[src/rtl/tmr_pkg.sv]
package tmr_pkg;

    localparam int unsigned TMR_N   = 3;
    localparam int unsigned ADDR_W  = 6;
    localparam int unsigned CTRL_W  = 4 * TMR_N;
    localparam int unsigned EVT_W   = 3 * TMR_N;

    localparam logic [ADDR_W-1:0] ADDR_CTRL = 6'h30;
    localparam logic [ADDR_W-1:0] ADDR_STAT = 6'h34;
    localparam logic [ADDR_W-1:0] ADDR_MASK = 6'h38;

    typedef enum logic [1:0] {
        REG_COUNT  = 2'd0,
        REG_RELOAD = 2'd1,
        REG_CMP1   = 2'd2,
        REG_CMP2   = 2'd3
    } tmr_reg_e;

    typedef struct packed {
        logic run;
        logic ext_sel;
        logic irq_en;
        logic dn;
    } tmr_ctl_t;

    // bit 0 = match 1, bit 1 = match 2, bit 2 = overflow
    typedef struct packed {
        logic ovf;
        logic hit2;
        logic hit1;
    } tmr_evt_t;

    function automatic tmr_ctl_t ctl_of(input logic [CTRL_W-1:0] w, input int unsigned n);
        tmr_ctl_t c;
        c.run     = w[3*n];
        c.ext_sel = w[3*n+1];
        c.irq_en  = w[3*n+2];
        c.dn      = w[3*TMR_N+n];
        return c;
    endfunction

endpackage

[src/rtl/tmr_channel.sv]
module tmr_channel
    import tmr_pkg::*;
#(
    parameter int unsigned CW = 32
) (
    input  logic          clk,
    input  logic          rst,
    input  tmr_ctl_t      ctl,
    input  logic          ext_tick,
    input  logic          wr_en,
    input  tmr_reg_e      wr_sel,
    input  logic [CW-1:0] wdata,
    output logic [CW-1:0] cnt_o,
    output logic [CW-1:0] rld_o,
    output logic [CW-1:0] cmp1_o,
    output logic [CW-1:0] cmp2_o,
    output tmr_evt_t      evt_o
);

    logic [CW-1:0] cnt_q, rld_q, c1_q, c2_q, cnt_nxt;
    logic          adv, wrap, cnt_we;

    always_comb begin
        cnt_we  = wr_en && (wr_sel == REG_COUNT);
        adv     = ctl.run && (!ctl.ext_sel || ext_tick);
        wrap    = ctl.dn ? (cnt_q == '0) : (cnt_q == '1);
        if (wrap)
            cnt_nxt = rld_q;
        else if (ctl.dn)
            cnt_nxt = cnt_q - CW'(1);
        else
            cnt_nxt = cnt_q + CW'(1);
        evt_o.ovf  = adv && !cnt_we && wrap;
        evt_o.hit1 = adv && !cnt_we && (cnt_nxt == c1_q);
        evt_o.hit2 = adv && !cnt_we && (cnt_nxt == c2_q);
    end

    always_ff @(posedge clk) begin
        if (rst) begin
            cnt_q <= '0;
            rld_q <= '0;
            c1_q  <= '0;
            c2_q  <= '0;
        end else begin
            if (cnt_we)
                cnt_q <= wdata;
            else if (adv)
                cnt_q <= cnt_nxt;
            if (wr_en && wr_sel == REG_RELOAD) rld_q <= wdata;
            if (wr_en && wr_sel == REG_CMP1)   c1_q  <= wdata;
            if (wr_en && wr_sel == REG_CMP2)   c2_q  <= wdata;
        end
    end

    assign cnt_o  = cnt_q;
    assign rld_o  = rld_q;
    assign cmp1_o = c1_q;
    assign cmp2_o = c2_q;


    count_hold_chk: assert property (@(posedge clk) disable iff (rst)
        (!ctl.run && !cnt_we) |=> (cnt_q == $past(cnt_q)));


    tick_gate_chk: assert property (@(posedge clk) disable iff (rst)
        (ctl.ext_sel && !ext_tick && !cnt_we) |=> $stable(cnt_q));


    up_wrap_chk: assert property (@(posedge clk) disable iff (rst)
        (adv && !cnt_we && !ctl.dn && cnt_q == '1) |=> (cnt_q == $past(rld_q)));


    down_wrap_chk: assert property (@(posedge clk) disable iff (rst)
        (adv && !cnt_we && ctl.dn && cnt_q == '0) |=> (cnt_q == $past(rld_q)));


    cnt_write_chk: assert property (@(posedge clk) disable iff (rst)
        cnt_we |=> (cnt_q == $past(wdata)));

endmodule

[src/rtl/tmr_status.sv]
module tmr_status
    import tmr_pkg::*;
(
    input  logic             clk,
    input  logic             rst,
    input  logic [EVT_W-1:0] evt,
    input  logic             st_we,
    input  logic             mk_we,
    input  logic [EVT_W-1:0] wdata,
    input  logic [TMR_N-1:0] ie,
    output logic [EVT_W-1:0] status_o,
    output logic [EVT_W-1:0] mask_o,
    output logic [TMR_N-1:0] irq
);

    logic [EVT_W-1:0] status_q, mask_q;

    always_ff @(posedge clk) begin
        if (rst) begin
            status_q <= '0;
            mask_q   <= '0;
        end else begin
            status_q <= (st_we ? wdata : status_q) | evt;
            if (mk_we) mask_q <= wdata;
        end
    end

    for (genvar g = 0; g < TMR_N; g++) begin : g_irq
        assign irq[g] = ie[g] && |(status_q[3*g +: 3] & mask_q[3*g +: 3]);


        irq_raise_chk: assert property (@(posedge clk) disable iff (rst)
            (ie[g] && !mk_we && |(evt[3*g +: 3] & mask_q[3*g +: 3])) |=> (irq[g] || !ie[g]));
    end

    assign status_o = status_q;
    assign mask_o   = mask_q;


    status_sticky_chk: assert property (@(posedge clk) disable iff (rst)
        !st_we |=> ((status_q & $past(status_q)) == $past(status_q)));


    evt_latch_chk: assert property (@(posedge clk) disable iff (rst)
        (evt != '0) |=> ((status_q & $past(evt)) == $past(evt)));

endmodule

[src/rtl/tmr_triple.sv]
module tmr_triple
    import tmr_pkg::*;
#(
    parameter int unsigned CW = 32
) (
    input  logic              clk,
    input  logic              rst,
    input  logic              ext_tick,
    input  logic              bus_wr,
    input  logic [ADDR_W-1:0] bus_addr,
    input  logic [CW-1:0]     bus_wdata,
    output logic [CW-1:0]     bus_rdata,
    output logic [TMR_N-1:0]  irq
);

    logic [CTRL_W-1:0] ctrl_q;
    logic [EVT_W-1:0]  evt_all, status_w, mask_w;
    logic [TMR_N-1:0]  ie_w;
    logic [CW-1:0]     cnt_a [TMR_N];
    logic [CW-1:0]     rld_a [TMR_N];
    logic [CW-1:0]     c1_a  [TMR_N];
    logic [CW-1:0]     c2_a  [TMR_N];
    logic              aligned;

    assign aligned = (bus_addr[1:0] == 2'b00);

    always_ff @(posedge clk) begin
        if (rst)
            ctrl_q <= '0;
        else if (bus_wr && bus_addr == ADDR_CTRL)
            ctrl_q <= bus_wdata[CTRL_W-1:0];
    end

    for (genvar g = 0; g < TMR_N; g++) begin : g_tmr
        tmr_ctl_t ctl;
        tmr_evt_t evt;
        logic     bank_we;

        assign ctl     = ctl_of(ctrl_q, g);
        assign ie_w[g] = ctl.irq_en;
        assign bank_we = bus_wr && aligned && (bus_addr[5:4] == 2'(g));
        assign evt_all[3*g +: 3] = evt;

        tmr_channel #(.CW(CW)) u_chan (
            .clk      (clk),
            .rst      (rst),
            .ctl      (ctl),
            .ext_tick (ext_tick),
            .wr_en    (bank_we),
            .wr_sel   (tmr_reg_e'(bus_addr[3:2])),
            .wdata    (bus_wdata),
            .cnt_o    (cnt_a[g]),
            .rld_o    (rld_a[g]),
            .cmp1_o   (c1_a[g]),
            .cmp2_o   (c2_a[g]),
            .evt_o    (evt)
        );
    end

    tmr_status u_stat (
        .clk      (clk),
        .rst      (rst),
        .evt      (evt_all),
        .st_we    (bus_wr && bus_addr == ADDR_STAT),
        .mk_we    (bus_wr && bus_addr == ADDR_MASK),
        .wdata    (bus_wdata[EVT_W-1:0]),
        .ie       (ie_w),
        .status_o (status_w),
        .mask_o   (mask_w),
        .irq      (irq)
    );

    always_comb begin
        bus_rdata = '0;
        if (aligned && bus_addr[5:4] < 2'(TMR_N)) begin
            case (tmr_reg_e'(bus_addr[3:2]))
                REG_COUNT:  bus_rdata = cnt_a[bus_addr[5:4]];
                REG_RELOAD: bus_rdata = rld_a[bus_addr[5:4]];
                REG_CMP1:   bus_rdata = c1_a[bus_addr[5:4]];
                REG_CMP2:   bus_rdata = c2_a[bus_addr[5:4]];
                default:    bus_rdata = '0;
            endcase
        end else if (bus_addr == ADDR_CTRL) begin
            bus_rdata = CW'(ctrl_q);
        end else if (bus_addr == ADDR_STAT) begin
            bus_rdata = CW'(status_w);
        end else if (bus_addr == ADDR_MASK) begin
            bus_rdata = CW'(mask_w);
        end
    end


    irq_off_chk: assert property (@(posedge clk) disable iff (rst)
        (ctrl_q[2] == 1'b0) |-> (irq[0] == 1'b0));

endmodule

[config.mk]
export PLATFORM = sky130hd
export DESIGN_NAME = tmr_triple
export DESIGN_NICKNAME = d
export VERILOG_FILES = /design/src/rtl/tmr_pkg.sv /design/src/rtl/tmr_channel.sv /design/src/rtl/tmr_status.sv /design/src/rtl/tmr_triple.sv
export SDC_FILE = /design/constraint.sdc
export NUM_CORES = 2
export LEC_CHECK = 0
export ABC_AREA = 1
export BUFFER_PORTS_ARGS = -buffer_cell sky130_fd_sc_hd__buf_2
export CAP_MARGIN = 25
export CORE_ASPECT_RATIO = 1.2
export CORE_MARGIN = 5
export CORE_UTILIZATION = 24
export DETAILED_ROUTE_END_ITERATION = 6
export GPL_TIMING_DRIVEN = 0
export PLACE_DENSITY_LB_ADDON = 0.15
export SETUP_SLACK_MARGIN = 0.3
export SLEW_MARGIN = 20
export SYNTH_ARGS = -nofsm -noshare
export SYNTH_HDL_FRONTEND = slang
export SYNTH_SLANG_ARGS = --single-unit
[constraint.sdc]
create_clock -name clk -period 4.3 [get_ports clk]
set_input_delay 0.215 -clock clk [delete_from_list [all_inputs] [get_ports clk]]
set_output_delay 0.215 -clock clk [all_outputs]
set_load 0.01 [all_outputs]
==> results by group <==
Status
  • Status: complete, no violations

CTS
  • H-tree levels: 2
  • Total CTS buffers: 51
  • Clk_lat worst skew: 0.66 ns
  • CTS Sinks: 414
  • Clock slew at reported path FFs: 0.06 ns
  • Clk root buf: clkbuf_16
  • CTS tree: yes
  • Clk buf depth: 3

Worst hold path
  • Worst Hold Class: input pin to flip-flop
  • WHS Path Cells: 5

Synth
  • Syn Area/Cell: 5.92 µm²
  • Top post-synthesis cells by area: dfxtp_1, nand2_1, nand3_1
  • Asr flop ratio synth: 0
  • YS warnings: 0
  • Netlist cell types: 60
  • Syn_nets: 5386
  • Register area share after synthesis: 0.267
  • Share of the synthesized area in the top cell type: 0.267
  • Post-synth top cells: nand2_1, inv_1, nor2_1
  • Post-Syn Instances: 5251
  • Synth Register Bits: 414
  • Synth area leader: dfxtp_1
  • Post-synth EDFFs: 0
  • Top_reg_cell synth: dfxtp_1
  • Top-count cell post-synth: nand2_1
  • Mapped Area: 31100 µm²

Place
  • DP Worst Slack: 0.0871 ns
  • Post-DP HPWL: 161 mm
  • Routability Congestion: 1.04
  • Port buffer count: 73

Route
  • Final wirelength: 193 mm
  • Metal3 WL: 12.0 mm
  • Post-route ant nets: 0
  • DRC violations left: 0
  • Met1 WL: 81.4 mm
  • Via count: 37300
  • Vias per cell: 5.21
  • Iter 0 DRT Violations: 3987
  • Metal2 WL: 84.2 mm
  • Avg WL per Cell: 27.0 µm
  • 1st-pass router iterations: 6
  • Max layer used: met5

STA
  • Slew Limit Fails: 0
  • Clock Skews: 0.0249 ns
  • Final hold violations: 0
  • Least-Margin Pin Slew: 1.19 ns
  • Unrepaired setup endpoints after global routing: false
  • Slew HR: 0.209
  • Tcrit/Tclk final: 0.954
  • Min Tclk post-route: 4.10 ns
  • Setup ws final: 0.197 ns
  • Setup-failing EPs final: 0
  • Worst hold slack: 0.164 ns
  • F_max: 244 MHz

GRT
  • Vias in the first global route: 35000
  • Largest net degree at the start of global routing: 34
  • Grt ovf: 0
  • First-pass GRT wire length: 267 mm
  • Initial antenna violation count: 10
  • Total track usage: 0.270

Floorplanning
  • Die ar.: 137000 µm²
  • Top-Level Pins: 77
  • Initial cell density of the core: 0.242
  • Core area: 128000 µm²
  • Chip Width: 338 µm
  • Chip Height: 404 µm
  • Core Rows: 144

Critical path
  • CP Depth: 12
  • Critical Path Max Stage Delay: 0.74 ns
  • Cell family with the largest share of critical-path delay: buffers and inverters
  • Worst r2r dst: u_stat.status_o[6]$_SDFF_PP0_
  • Crit path kind: input pin to primary output
  • CP Capture Point: bus_rdata[13]
  • CP Cell Sequence: clkbuf_2 -> inv_2 -> nor2_2 -> inv_2 -> clkbuf_1 -> clkbuf_1 -> nor2_1 -> o21ai_0 -> o211ai_1 -> nor2_1 -> nor2_1 -> buf_2
  • Worst Setup SP: bus_addr[5]
  • Critical path peak fanout: 10
  • WP data required: 4.09 ns
  • R2R setup slack: 0.56 ns
  • Crit start category: input pin
  • CP max-delay cell: clkbuf_1
  • FF-to-FF Start: g_tmr[2].u_chan.cnt_o[2]$_SDFFE_PP0P_
  • Most used cell, CP: nor2_1
  • Buffer and inverter count on the worst path: 6
  • Cells on worst reg2reg path: 16
  • Worst Path Arrival: 3.89 ns
  • CP endpoint kind: primary output

Finish
  • Area delta synth->final: 15.5%
  • Final core occ: 0.279
  • Share of layout cells above drive strength 1: 0.0549
  • # nets final: 5558

Power and ir drop
  • VDD IR max: 287 µV
  • Leak pwr: 0.0149 µW
  • PwrDens: 266 nW/µm²

Job
  • Max Cap Violations: 0
-- stage by stage --
stage | instances | instance area [µm²] | power (µW) | setup TNS, ns
after detailed placement | 7012 | 33700 | 4840 | 0
final | 7146 | 35900 | 9550 | 0
after floorplan | 5251 | 31100 | 4370 | 0
after CTS | 7138 | 35800 | 9520 | 0
after global routing | 7143 | 35900 | 9720 | 0
after global placement | 7003 | 33500 | 4840 | -2.82
-- state kept, by name, summed over array words and instances, names as in the netlist --
signal	flops
g_tmr.u_chan.cmp1_o	96
g_tmr.u_chan.rld_o	96
g_tmr.u_chan.cmp2_o	96
u_stat.mask_o	9
g_tmr.u_chan.cnt_o	96
u_stat.status_o	9
ctrl_q	12
-- layout make-up --
cell class | count | area, µm²
fillers | 14700 | 92600
diodes | 3 | 7.51
well taps | 1679 | 2100
repair buffers | 119 | 877
multi-input cells | 3907 | 19200
flip-flops and latches | 414 | 8300
clock inverters | 17 | 250
plain buffers | 236 | 1000
clock buffers | 77 | 1510
inverters | 694 | 2610
-- report_power, final --
group	leakage (µW)	switching (µW)	total, µW	internal, µW
Sequential	0.00334	28.7	3890	3860
Clock	0.000874	1940	4730	2790
Combinational	0.0107	739	936	196
Total	0.0149	2710	9550	6840
-- cell families (layout without fill, tap and decap cells) --
group	after synthesis	after routing	synth area share
AND/OR/NAND/NOR	2937	2937	0.394
buffers and inverters	930	1143	0.116
AO/OA/AOI/OAI	837	837	0.174
flip-flops	414	414	0.267
adder cells (fa/ha/maj)	93	93	0.0382
XOR/XNOR	34	34	0.00959
multiplexers	6	6	0.00193
other	0	3	0
-- placed cells by master, fill, tap and decap left out, drive strengths merged, types with 28 or more instances in the layout --
master,instances
nand2,1593
a211oi,279
nor3,32
o21ai,131
o22ai,89
nand4,28
ha,90
nor2,684
a21oi,158
inv,694
nand3,553
dlygate4sd3,32
a31oi,101
buf,112
clkbuf,288
dfxtp,414
-- worst register-to-register path, cell delays in order (launching register included) --
cell and delay [ns]:
dfxtp_1 0.75, ha_1 0.43, or2_2 0.30, nand3_1 0.14, nand2_1 0.13, nand2_1 0.15, nand2_1 0.16, nand2_1 0.09
nand3_1 0.22, nand2_1 0.19, xor2_1 0.16, nand2_1 0.08, nor2_1 0.10, nand2_1 0.05, nor2_1 0.21, nand3_2 0.29
a21oi_1 0.20
-- worst min path at each step --
stage                             startpoint                       endpoint  slack, ns
2_1_floorplan                   bus_wdata[0]         ctrl_q[0]$_SDFFE_PP0P_       0.39
3_3_place_gp   u_stat.mask_o[1]$_SDFFE_PP0P_  u_stat.mask_o[1]$_SDFFE_PP0P_       0.47
3_5_place_dp   u_stat.mask_o[3]$_SDFFE_PP0P_  u_stat.mask_o[3]$_SDFFE_PP0P_       0.47
4_1_cts                               bus_wr         ctrl_q[8]$_SDFFE_PP0P_       0.14
5_1_grt                               bus_wr         ctrl_q[8]$_SDFFE_PP0P_       0.19
6_report                              bus_wr         ctrl_q[5]$_SDFFE_PP0P_       0.16
-- layer usage --
layer,global-route usage,up-vias
met1,0.344,17800
li1,-,17600
met4,0.172,4
met2,0.432,1483
met3,0.0356,393
met5,0,-
-- timing repair --
item,in CTS,in global routing
setup endpoints to repair,4,5
hold buffers,32,0
gates resized for setup,3,4
hold endpoints to repair,88,0
buffers inserted,0,3
Note: power is estimated with default switching activity, not from simulation.
